<file path="src/rtl/drt_pkg.sv">
package drt_pkg;

  typedef struct packed {
    logic       rng;
    logic [1:0] fsel;
    logic       div;
  } rate_cfg_t;

  // Decimation ratio for the 3-bit code {range, filter select}.
  function automatic int unsigned dec_ratio(input logic [2:0] code);
    int unsigned r;
    case (code)
      3'd0: r = 391;
      3'd1: r = 313;
      3'd2: r = 78;
      3'd3: r = 39;
      3'd4: r = 384;
      3'd5: r = 320;
      3'd6: r = 77;
      default: r = 38;
    endcase
    return r;
  endfunction

endpackage

</file>
<file path="src/rtl/drt_tick_gen.sv">
module drt_tick_gen (
  input  logic clk,
  input  logic rst_n,
  input  logic restart_i,
  input  logic div_en_i,
  output logic tick_o
);
  logic phase_q, phase_d;

  always_comb begin
    if (restart_i || !div_en_i) phase_d = 1'b0;
    else                        phase_d = ~phase_q;
  end

  always_ff @(posedge clk or negedge rst_n) begin
    if (!rst_n) phase_q <= 1'b0;
    else        phase_q <= phase_d;
  end

  assign tick_o = !div_en_i || phase_q;
endmodule

</file>
<file path="src/rtl/drt_period_cnt.sv">
module drt_period_cnt #(
  parameter int unsigned CW    = 16,
  parameter int unsigned BLANK = 8
) (
  input  logic          clk,
  input  logic          rst_n,
  input  logic          restart_i,
  input  logic          tick_i,
  input  logic [CW-1:0] period_i,
  output logic          load_o,
  output logic          blank_o,
  output logic [CW-1:0] cnt_o
);
  logic [CW-1:0] cnt_q, cnt_d;
  logic          at_end, at_blank, cnt_en;

  assign at_end   = (cnt_q == period_i - CW'(1));
  assign at_blank = (cnt_q == period_i - CW'(BLANK + 1));
  assign cnt_en   = restart_i || tick_i;

  always_comb begin
    cnt_d = cnt_q;
    if (restart_i)   cnt_d = '0;
    else if (at_end) cnt_d = '0;
    else             cnt_d = cnt_q + CW'(1);
  end

  always_ff @(posedge clk or negedge rst_n) begin
    if (!rst_n)      cnt_q <= '0;
    else if (cnt_en) cnt_q <= cnt_d;
  end

  assign load_o  = !restart_i && tick_i && at_end;
  assign blank_o = !restart_i && tick_i && at_blank;
  assign cnt_o   = cnt_q;
endmodule

</file>
<file path="src/rtl/drt_ready_ctrl.sv">
module drt_ready_ctrl #(
  parameter int unsigned RES_W = 16
) (
  input  logic             clk,
  input  logic             rst_n,
  input  logic             hold_i,
  input  logic             load_i,
  input  logic             blank_i,
  input  logic             rd_done_i,
  output logic             rdy_n_o,
  output logic [RES_W-1:0] result_o
);
  logic             rdy_n_q, rdy_n_d;
  logic [RES_W-1:0] res_q, res_d;

  always_comb begin
    rdy_n_d = rdy_n_q;
    if (hold_i)                    rdy_n_d = 1'b1;
    else if (load_i)               rdy_n_d = 1'b0;
    else if (rd_done_i || blank_i) rdy_n_d = 1'b1;
  end

  always_comb begin
    res_d = res_q + RES_W'(1);
  end

  always_ff @(posedge clk or negedge rst_n) begin
    if (!rst_n) rdy_n_q <= 1'b1;
    else        rdy_n_q <= rdy_n_d;
  end

  always_ff @(posedge clk or negedge rst_n) begin
    if (!rst_n)      res_q <= '0;
    else if (load_i) res_q <= res_d;
  end

  assign rdy_n_o  = rdy_n_q;
  assign result_o = res_q;
endmodule

</file>
<file path="src/rtl/drt_top.sv">
module drt_top #(
  parameter int unsigned OSR_BASE    = 128,
  parameter int unsigned BLANK       = 8,
  parameter int unsigned RES_W       = 16,
  parameter int unsigned SYNC_STAGES = 2
) (
  input  logic             clk,
  input  logic             rst_n,
  input  logic             hold_i,
  input  logic             rng_sel_i,
  input  logic [1:0]       fsel_i,
  input  logic             div_en_i,
  input  logic             rd_done_i,
  output logic             rdy_n_o,
  output logic [RES_W-1:0] result_o
);
  import drt_pkg::*;

  localparam int unsigned MAX_PER = 391 * OSR_BASE;
  localparam int unsigned CW      = $clog2(MAX_PER + 1);

  // Reset: asserted asynchronously, released through a synchronizer chain.
  logic [SYNC_STAGES-1:0] rst_sync_q;
  logic                   rst_int_n;

  generate
    if (SYNC_STAGES == 1) begin : g_sync1
      always_ff @(posedge clk or negedge rst_n) begin
        if (!rst_n) rst_sync_q <= '0;
        else        rst_sync_q <= 1'b1;
      end
    end else begin : g_syncn
      always_ff @(posedge clk or negedge rst_n) begin
        if (!rst_n) rst_sync_q <= '0;
        else        rst_sync_q <= {rst_sync_q[SYNC_STAGES-2:0], 1'b1};
      end
    end
  endgenerate

  assign rst_int_n = rst_sync_q[SYNC_STAGES-1];

  // Rate configuration tracking and restart detection.
  rate_cfg_t     cfg_d, cfg_q;
  logic          cfg_chg, restart_w, tick_w, load_w, blank_w;
  logic [CW-1:0] per_w, cnt_w;

  always_comb begin
    cfg_d.rng  = rng_sel_i;
    cfg_d.fsel = fsel_i;
    cfg_d.div  = div_en_i;
  end

  always_ff @(posedge clk or negedge rst_int_n) begin
    if (!rst_int_n) cfg_q <= '0;
    else            cfg_q <= cfg_d;
  end

  assign cfg_chg   = (cfg_d != cfg_q);
  assign restart_w = hold_i || cfg_chg;
  assign per_w     = CW'(dec_ratio({cfg_q.rng, cfg_q.fsel}) * OSR_BASE);

  drt_tick_gen u_tick (
    .clk       (clk),
    .rst_n     (rst_int_n),
    .restart_i (restart_w),
    .div_en_i  (cfg_q.div),
    .tick_o    (tick_w)
  );

  drt_period_cnt #(.CW(CW), .BLANK(BLANK)) u_cnt (
    .clk       (clk),
    .rst_n     (rst_int_n),
    .restart_i (restart_w),
    .tick_i    (tick_w),
    .period_i  (per_w),
    .load_o    (load_w),
    .blank_o   (blank_w),
    .cnt_o     (cnt_w)
  );

  drt_ready_ctrl #(.RES_W(RES_W)) u_rdy (
    .clk       (clk),
    .rst_n     (rst_int_n),
    .hold_i    (hold_i),
    .load_i    (load_w),
    .blank_i   (blank_w),
    .rd_done_i (rd_done_i),
    .rdy_n_o   (rdy_n_o),
    .result_o  (result_o)
  );
endmodule

</file>
<file path="config.mk">
export PLATFORM = sky130hd
export DESIGN_NAME = drt_top
export DESIGN_NICKNAME = d
export VERILOG_FILES = /design/src/rtl/drt_pkg.sv /design/src/rtl/drt_tick_gen.sv /design/src/rtl/drt_period_cnt.sv /design/src/rtl/drt_ready_ctrl.sv /design/src/rtl/drt_top.sv
export SDC_FILE = /design/constraint.sdc
export NUM_CORES = 1
export LEC_CHECK = 0
export BUFFER_PORTS_ARGS = -buffer_cell sky130_fd_sc_hd__buf_2
export CAP_MARGIN = 15
export CORE_ASPECT_RATIO = 1.1
export CORE_MARGIN = 3
export CORE_UTILIZATION = 45
export CTS_BUF_LIST = sky130_fd_sc_hd__clkbuf_2 sky130_fd_sc_hd__clkbuf_4 sky130_fd_sc_hd__clkbuf_8
export DETAILED_ROUTE_END_ITERATION = 7
export GPL_ROUTABILITY_DRIVEN = 0
export SYNTH_ARGS = -nofsm -noshare
export SYNTH_HDL_FRONTEND = slang
export SYNTH_SLANG_ARGS = --single-unit
export TNS_END_PERCENT = 50
</file>
<file path="constraint.sdc">
create_clock -name clk -period 2.48 [get_ports clk]
set_input_delay 0.62 -clock clk [delete_from_list [all_inputs] [get_ports clk]]
set_output_delay 0.62 -clock clk [all_outputs]
set_load 0.005 [all_outputs]
</file>
* Yosys cells after proc, flatten, opt, wreduce, memory -nomap -nowiden
Cells that the tools add are included.
Operators by class: equality and inequality tests 9, add/subtract/negate cells 4, reduce and logical (&&, ||, !) cells 12, bitwise gates (word level) 1, multiplexer cells 7
Operators with widths (number):
- 9-bit one-hot mux with 7 select lines | 1
- 16-bit by 1-bit adder with 16-bit output, second input constant | 2
- 16-bit == test | 2
- 16-bit two-way mux | 2
- 16-bit by 1-bit subtractor with 16-bit output, second input constant | 1
- 16-bit by 4-bit subtractor with 16-bit output, second input constant | 1
- 3-bit == test, second input constant | 3
- 3-bit by 2-bit == test with 1-bit output, second input constant | 2
- 1-bit logical OR | 5
- 1-bit two-way mux | 4
- 4-bit != test | 1
- 3-bit by 1-bit == test with 1-bit output, second input constant | 1
- 1-bit logical AND | 3
- 3-bit zero test | 1
- 3-bit nonzero test | 1
- 1-bit zero test | 2
- 1-bit inverter | 1
Storage, ports and cells: bits of input ports 8, logic and storage cells 41, register bits 40

* Logic depth before layout (Yosys ltp)
Gate-level depths: netlist (run 1).
depth in word-level cells 9, mapped depth 13, mapped depth without buffers 11

* By module
A second synthesis (run 1) with hierarchy kept.
Unflattened totals: cells, all modules 326, area total of the unflattened synthesis 3072.9 µm²
Modules (own cells, without submodules):
- drt_period_cnt | seq. area each 400.4 µm², area each 1989.4 µm², cells an instance 239, instances 1
- drt_ready_ctrl | seq. area each 426.7 µm², area each 755.7 µm², cells an instance 58, instances 1
- drt_top | seq. area each 150.1 µm², area each 284.0 µm², cells an instance 26, instances 1
- drt_tick_gen | seq. area each 25.0 µm², area each 43.8 µm², cells an instance 3, instances 1

* Worst setup path after synthesis (run 1)
No wires, ideal clock.
kind reg2reg, start point reg cfg_q[1] (netlist name), end point reg u_cnt.cnt_q[11], in the netlist u_cnt.cnt_o[11], period minus slack after synthesis 2.581 ns, path buffers 2, data required time 2.359 ns, arrival time 2.460 ns, setup slack -0.101 ns, cell stages (with the launch flop) 12, library setup time 0.121 ns, cells stage by stage dfrtp_1 -> buf_2 -> nand2b_4 -> xnor2_1 -> ha_1 -> o311ai_0 -> xnor2_1 -> o2111a_1 -> a31oi_2 -> buf_4 -> a21o_1 -> a22o_1
Between the ends: cells in the longest elaborated chain, start to end 6, elaborated cells on any way between the ends 15, classes of those cells 1 x add/sub; 8 x eq/ne; 3 x mux; 3 x reduce/logical
RTL lines:
- start, declared | line drt_top.sv:43 | rate_cfg_t cfg_d, cfg_q;
- start signal, assigned | line drt_top.sv:55 | else cfg_q <= cfg_d;
- 3-bit == test (tied with other cells) | line drt_pkg.sv:12 | case (code)
- 9-bit one-hot mux with 7 select lines | line drt_pkg.sv:12
- 16-bit by 1-bit subtractor with 16-bit output | line drt_period_cnt.sv:17 | assign at_end = (cnt_q == period_i - CW'(1));
- 16-bit == test | line drt_period_cnt.sv:17
- 16-bit two-way mux | line drt_period_cnt.sv:24 | else if (at_end) cnt_d = '0;
- 16-bit two-way mux | line drt_period_cnt.sv:23 | if (restart_i) cnt_d = '0;
- end signal, assigned | line drt_period_cnt.sv:30 | else if (cnt_en) cnt_q <= cnt_d;
- end, declared | line drt_period_cnt.sv:14 | logic [CW-1:0] cnt_q, cnt_d;
Several ways; a longest one is shown, not always the timed one. A chain may end at the register's enable or synchronous reset.

* Worst setup path in the final report (run 1)
start point reg cfg_q[1] (netlist name), end point reg u_rdy.res_q[1], in the netlist u_rdy.result_o[1]
Between the ends: cells in the longest elaborated chain, start to end 5, elaborated cells on any way between the ends 15, classes of those cells 1 x add/sub; 8 x eq/ne; 1 x mux; 5 x reduce/logical
RTL lines:
- 3-bit == test (tied with other cells) | line drt_pkg.sv:12
- 9-bit one-hot mux with 7 select lines or 1-bit logical OR (tied branches) | line drt_pkg.sv:12, drt_top.sv:59
- 16-bit by 1-bit subtractor with 16-bit output or 1-bit zero test (tied branches) | line drt_period_cnt.sv:17, drt_period_cnt.sv:33
- 16-bit == test or 1-bit logical AND (tied branches) | line drt_period_cnt.sv:17, drt_period_cnt.sv:33
- 1-bit logical AND (*) | line drt_period_cnt.sv:33 | assign load_o = !restart_i && tick_i && at_end;
- end signal, assigned | line drt_ready_ctrl.sv:34 | else if (load_i) res_q <= res_d;
- end, declared | line drt_ready_ctrl.sv:14 | logic [RES_W-1:0] res_q, res_d;
Mark *: on every way between the ends. The rest lies on a longest branch, timed or not.

==> results of run 1 <==
-- layout make-up --
cell class,count,area share [%]
inverter,5,0.657
clock inverter,2,1.23
tap,56,2.45
clock buffer,6,2.67
multi-input combinational,164,45.4
sequential,40,35.1
timing repair buffer,52,12.4
-- logic make-up after synthesis --
logic type	share of synthesized area, %
mux	2.85
xor+xnor	10.8
compound gates	10.1
fa+ha+maj	1.71
simple gates	25.5
other cells	0.171
buf+inv	3.36
flops	45.6
-- routing by layer --
metal | part of all wire [%] | GRT usage (%) | vias to the layer above
met4 | 0.41 | 3.87 | 0
met1 | 50 | 26.3 | 839
li1 | - | - | 879
met5 | 0 | 0 | -
met2 | 47 | 29.2 | 22
met3 | 2.8 | 4.68 | 2
-- synth_stat cells (all sizes together), types with 2 or more instances --
cell | number | area (µm²)
a21o | 2 | 15.0
a21oi | 7 | 35.0
a221o | 4 | 40.0
a22o | 3 | 26.3
and2 | 2 | 12.5
and3 | 14 | 87.6
buf | 7 | 51.3
dfrtp | 39 | 976
ha | 3 | 37.5
inv | 5 | 18.8
mux2 | 2 | 22.5
mux2i | 4 | 40.0
nand2 | 17 | 63.8
nand2b | 3 | 26.3
nand3 | 19 | 95.1
nand3b | 2 | 15.0
nand4 | 5 | 46.3
nor2 | 21 | 78.8
nor3 | 6 | 50.1
nor4 | 5 | 50.1
o21ai | 3 | 15.0
xnor2 | 8 | 70.1
xor2 | 19 | 166
-- worst paths after layout --
kind / from / end / slack [ns] / depth (start not counted)
setup / recovery: cfg_q[1]$_DFF_PN0_ / u_rdy.result_o[1]$_DFFE_PN0P_ / -0.02 / 10
min in group clk: rst_sync_q[0]$_DFF_PN0_ / rst_sync_q[1]$_DFF_PN0_ / 0.36 / 0
hold / removal: rst_n / rst_sync_q[0]$_DFF_PN0_ / 0.1 / 1
max in group asynchronous: rst_sync_q[1]$_DFF_PN0_ / u_rdy.rdy_n_o$_DFFE_PN1P_ / 1.80 / 1
hold reg to reg: rst_sync_q[1]$_DFF_PN0_ / u_rdy.result_o[15]$_DFFE_PN0P_ / 0.31 / 1
setup reg to reg: cfg_q[1]$_DFF_PN0_ / u_rdy.result_o[1]$_DFFE_PN0P_ / -0.02 / 10
-- flip-flops by register name, summed over array words and instances (netlist names) --
register and count:
cfg_q 4, rst_sync_q 2, u_cnt.cnt_o 16, u_rdy.rdy_n_o 1, u_rdy.result_o 16, u_tick.phase_q 1
-- worst max-delay path, stage by stage (launching register included) --
cell                       delay (ns)
sky130_fd_sc_hd__dfrtp_1         0.43
sky130_fd_sc_hd__nand2b_4        0.19
sky130_fd_sc_hd__xnor2_4         0.16
sky130_fd_sc_hd__ha_4            0.19
sky130_fd_sc_hd__xor2_2          0.19
sky130_fd_sc_hd__nor4b_2         0.07
sky130_fd_sc_hd__a311o_2         0.39
sky130_fd_sc_hd__buf_4           0.17
sky130_fd_sc_hd__nand4_4         0.14
sky130_fd_sc_hd__buf_6           0.13
sky130_fd_sc_hd__mux2_2          0.32
-- power breakdown --
group	switching (mW)	internal (mW)	leakage (nW)	total, mW
clock network	0.229	0.310	0.0586	0.539
logic	0.0604	0.0560	0.874	0.116
registers	0.00478	0.657	0.541	0.662
-- what timing repair did --
| action | CTS | global route |
|---|---|---|
| buffers inserted | 3 | 2 |
| gates resized for setup | 14 | 18 |
| endpoints found under the hold margin | 0 | 0 |
| pin swaps | 3 | 14 |
| cloned | 1 | 0 |
| endpoints found under the setup margin | 24 | 31 |
==> impl_metrics.tcl, run 1 <==
set metrics [dict create \
    run_status "finished with violations" \
    failed_checks "setup timing" \
    period_minus_slack_ns 2.50 \
    worst_slew_pin_slew_ns 0.747 \
    grt_start_max_net_pins 39 \
    routed_wl_um 4840 \
    drt_drc_violations_left 0 \
    first_global_vias 1762 \
    post_drt_wl_per_cell_um 14.9 \
    grt_antenna_before_repair 0 \
    finalPower_mw 1.32 \
    placeableCoreArea_um2 4680 \
    worstPathArrival_ns 2.67 \
    die-height_um 79.3 \
    vdd.ir_drop.worst_mv 0.285 \
    cts-buffers-inserted 5 \
    grt_util_all_layers_pct 18.7 \
    placed_cells 311 \
    synth_seq_cells 40 \
    drt-initial-drc-count 75 \
    post-route-cell-area_um2 2860 \
    worst_min_delay_path_category "input pin to asynchronous set/reset pin" \
    fin_worst_skew_ns 0.00483 \
    die-width_um 72.6 \
    io_buffer_count 24 \
    synth_nets 227 \
    num-nets-final 279 \
    boundaryPins 25 \
    layout_common_cells "sky130_fd_sc_hd__dfrtp_1 (38), sky130_fd_sc_hd__buf_2 (24), sky130_fd_sc_hd__buf_4 (24)" \
    slew_violations 0 \
    dp_slack_ns -0.136 \
    cts_num_sinks 40 \
    most_frequent_standard_cell_in_the_layout_excluding_fill_and_tap_cells "sky130_fd_sc_hd__dfrtp_1" \
    cp_max_fo 5 \
    required_ns 2.66 \
    initial_utilization_pct 46.9 \
    multi_input_combinational_cell_area_um2 1300 \
    relative_slew_slack_pct 50.0 \
    synth_edf_count 0 \
    rsz0062_at_grt "yes" \
    post_route_cells_drive_above_1_share_pct 34.9 \
    critical_path.endpoint_type "flop" \
    p_per_area_nw_per_um2 461 \
    synth.avg_cell_area_um2 10.2 \
    smallest_hold_slack_ns 0.0961 \
    cts_tree "yes" \
    achievable-frequency_mhz 400 \
    p_leak_nw 1.47 \
    postSynth.asyncResetShare_pct 100 \
    final.period_utilization_pct 101 \
    placement_row_count 26 \
    grt_remaining_overflow 0 \
    dpl.hpwl_um 3410 \
    cts_hold_buffers 0 \
    finalHoldViolCount 0 \
    finish.utilization_pct 61.0 \
    ys_dominant_reg_cell "sky130_fd_sc_hd__dfrtp_1" \
    synth-warning-count 0 \
    netlist_instances 216 \
    clock_tree.htree_level_count 2 \
    via_count 1742 \
    setup_cp_type "flop to flop" \
    mean_number_of_vias_per_cell 5.36 \
    floorplan.die_area_um2 5760 \
    clkSlewWorstSetupHoldPaths_ns 0.08 \
    detail_route.first_pass.iterations 4 \
    clk_path_buf_depth 2 \
    layout.cells.non_filler 325 \
    sequential_cell_area_um2 1000 \
    seq_area_frac_synth_pct 45.6 \
    place_area_um2 2530 \
    worst_slack_ns -0.0185 \
    synth_area_um2 2200 \
    grt_first_pass_wirelength_um 8420 \
    setup_viol 6 \
    finalSetupTns_ns -0.0435 \
    insertion_delay_of_the_later_clocked_pin_in_the_worst_skew_pair_ns 0.29 \
    maxcap_violations 0 \
    route.antenna.remaining_nets 0 \
    worst_setup_path_start_kind "flop" \
    final.fill_count 409 \
    ys_types 46 \
    cts.root.buffer_cell "sky130_fd_sc_hd__clkbuf_8" \
    antennaDiodeCount 0 \
    syn2layout_area_growth_pct 30.0 \
]
(Power assumes the default switching activity.)
==> run 2: changes to the inputs <==
Settings changed: TNS_END_PERCENT 50 to 30.
==> run 2 against run 1 <==
Net effect:
- the flow still finishes with violations (setup timing)
- clock skew decreased by 0.0018 ns
- via count increased by 0.11%
- maximum frequency decreased by 0.83%
- final area decreased by 2.7%
- worst setup slack got worse by 0.021 ns
- global-route usage decreased by 0.19 points
- wire length decreased by 2.8%
- register-to-register slack got worse by 0.02 ns
- die area unchanged
- critical path depth unchanged
- count of clock-buffer cells in the layout unchanged
- first-iteration DRC count decreased by 9.3%
- critical path type unchanged
- largest power group unchanged
==> impl_metrics.tcl, run 2 (synthesis gave the netlist of run 1 again) <==
set metrics [dict create \
    routed_wl_um 4700 \
    top_layer_used "met4" \
    path_cells "nand2b_4, xnor2_4, ha_4, o311ai_2, xnor2_1, o2111a_2, a31oi_2, buf_12, and3_1, a221o_1" \
    dpl.hpwl_um 3410 \
    cp.buffers_inverters 1 \
    first_global_vias 1756 \
    place_area_um2 2530 \
    antennaDiodeCount 0 \
    cts.root.buffer_cell "sky130_fd_sc_hd__clkbuf_8" \
    route.antenna.remaining_nets 0 \
    num-nets-final 277 \
    smallest_hold_slack_ns 0.0951 \
    detail_route.first_pass.iterations 4 \
    rsz0062_at_grt "yes" \
    met3RoutedLength_um 144 \
    wl_met2_um 2200 \
    critical_path.endpoint_type "flop" \
    clk_path_buf_depth 2 \
    grt_util_all_layers_pct 18.5 \
    die-width_um 72.6 \
    drt_drc_violations_left 0 \
    setup_viol 8 \
    grt_remaining_overflow 0 \
    placeableCoreArea_um2 4680 \
    worst_slack_ns -0.0395 \
    vdd.ir_drop.worst_mv 0.284 \
    p_leak_nw 1.43 \
    drt-initial-drc-count 68 \
    critical_path.top_delay_family "compound AO/OA/AOI/OAI gates" \
    post_route_cells_drive_above_1_share_pct 32.6 \
    maxcap_violations 0 \
    grt_antenna_before_repair 0 \
    initial_utilization_pct 46.9 \
    finalSetupTns_ns -0.192 \
    layout_common_cells "sky130_fd_sc_hd__dfrtp_1 (38), sky130_fd_sc_hd__buf_4 (25), sky130_fd_sc_hd__buf_2 (24)" \
    m1WireLength_um 2320 \
    die-height_um 79.3 \
    period_minus_slack_ns 2.52 \
    worst_setup_path_start_kind "flop" \
    cts_num_sinks 40 \
    worstPathArrival_ns 2.70 \
    cts_hold_buffers 0 \
    cts-buffers-inserted 5 \
    clock_tree.htree_level_count 2 \
    run_status "finished with violations" \
    fin_worst_skew_ns 0.00307 \
    clkSlewWorstSetupHoldPaths_ns 0.08 \
    worst_slew_pin_slew_ns 0.608 \
    cts_tree "yes" \
    floorplan.die_area_um2 5760 \
    mean_number_of_vias_per_cell 5.40 \
    placement_row_count 26 \
    dp_slack_ns -0.136 \
    post-route-cell-area_um2 2780 \
    grt_first_pass_wirelength_um 8350 \
    p_per_area_nw_per_um2 473 \
    setup_cp_type "flop to flop" \
    most_frequent_standard_cell_in_the_layout_excluding_fill_and_tap_cells "sky130_fd_sc_hd__dfrtp_1" \
    failed_checks "setup timing" \
    crit_path_top_delay_cell "sky130_fd_sc_hd__dfrtp_1" \
    finalHoldViolCount 0 \
    via_count 1744 \
    syn2layout_area_growth_pct 26.5 \
    final.period_utilization_pct 102 \
    slew_violations 0 \
    finalPower_mw 1.31 \
    post_drt_wl_per_cell_um 14.6 \
    boundaryPins 25 \
    grt_start_max_net_pins 39 \
    cp_max_fo 14 \
    max_stage_delay_on_crit_path_ns 0.43 \
    achievable-frequency_mhz 397 \
    insertion_delay_of_the_later_clocked_pin_in_the_worst_skew_pair_ns 0.29 \
    io_buffer_count 24 \
    worst_min_delay_path_category "input pin to asynchronous set/reset pin" \
    required_ns 2.66 \
    relative_slew_slack_pct 59.3 \
]
run 2: changes by cell type in the layout (fill, tap and decap cells not counted), moves of 2 or more:
cell | before | now
sky130_fd_sc_hd__and3_1 | 11 | 13
sky130_fd_sc_hd__and3_4 | 2 | 0
sky130_fd_sc_hd__buf_6 | 3 | 0
sky130_fd_sc_hd__nor2_1 | 18 | 21
sky130_fd_sc_hd__nor2_4 | 2 | 0
run 2: worst paths after layout:
path	start	depth (start not counted)	slack, ns	end
max	cfg_q[1]$_DFF_PN0_	10	-0.04	u_cnt.cnt_o[7]$_DFFE_PN0P_
min	rst_n	1	0.1	rst_sync_q[0]$_DFF_PN0_
max reg2reg	cfg_q[1]$_DFF_PN0_	10	-0.04	u_cnt.cnt_o[7]$_DFFE_PN0P_
min reg2reg	rst_sync_q[1]$_DFF_PN0_	1	0.31	u_rdy.result_o[15]$_DFFE_PN0P_
max in group asynchronous	rst_sync_q[1]$_DFF_PN0_	1	1.81	u_rdy.rdy_n_o$_DFFE_PN1P_
min in group clk	rst_sync_q[0]$_DFF_PN0_	0	0.36	rst_sync_q[1]$_DFF_PN0_
run 2: layer usage:
| metal | vias up | GRT usage [%] |
|---|---|---|
| li1 | 872 | - |
| met1 | 843 | 25.8 |
| met2 | 25 | 29.0 |
| met3 | 4 | 4.68 |
| met4 | 0 | 3.87 |
| met5 | - | 0 |
run 2: where the power goes:
part	total, mW	internal (mW)	switching, mW	leakage, nW
sequential	0.662	0.657	0.00479	0.541
clock	0.538	0.310	0.228	0.0586
combinational	0.114	0.0550	0.0586	0.828
run 2: layout make-up:
class | instances | area (µm²)
fill | 421 | 1910
timing repair buffer | 50 | 328
sequential | 40 | 1000
clock inverter | 2 | 35.0
inverter | 5 | 18.8
clock buffer | 6 | 76.3
tap | 56 | 70.1
multi-input combinational | 164 | 1250
run 2: per-stage QoR:
stage | utilization, % | cells
2_1_floorplan | - | 216
3_3_place_gp | 54.0 | 311
3_5_place_dp | 54.0 | 311
4_1_cts | 58.0 | 323
5_1_grt | 59.3 | 323
6_report | 59.3 | 323
run 2: worst reg2reg max path, stage by stage, from the launching register on:
cell and delay (ns):
sky130_fd_sc_hd__dfrtp_1 0.43, sky130_fd_sc_hd__nand2b_4 0.19, sky130_fd_sc_hd__xnor2_4 0.14, sky130_fd_sc_hd__ha_4 0.19, sky130_fd_sc_hd__o311ai_2 0.28, sky130_fd_sc_hd__xnor2_1 0.16, sky130_fd_sc_hd__o2111a_2 0.30, sky130_fd_sc_hd__a31oi_2 0.13
sky130_fd_sc_hd__buf_12 0.16, sky130_fd_sc_hd__and3_1 0.16, sky130_fd_sc_hd__a221o_1 0.26
run 2: what timing repair did:
| action | 4_1_cts | 5_1_grt |
|---|---|---|
| resized for setup | 9 | 10 |
| cloned | 1 | 0 |
| buffers inserted | 3 | 0 |
| pin swaps | 1 | 6 |
| setup endpoints to repair | 24 | 29 |
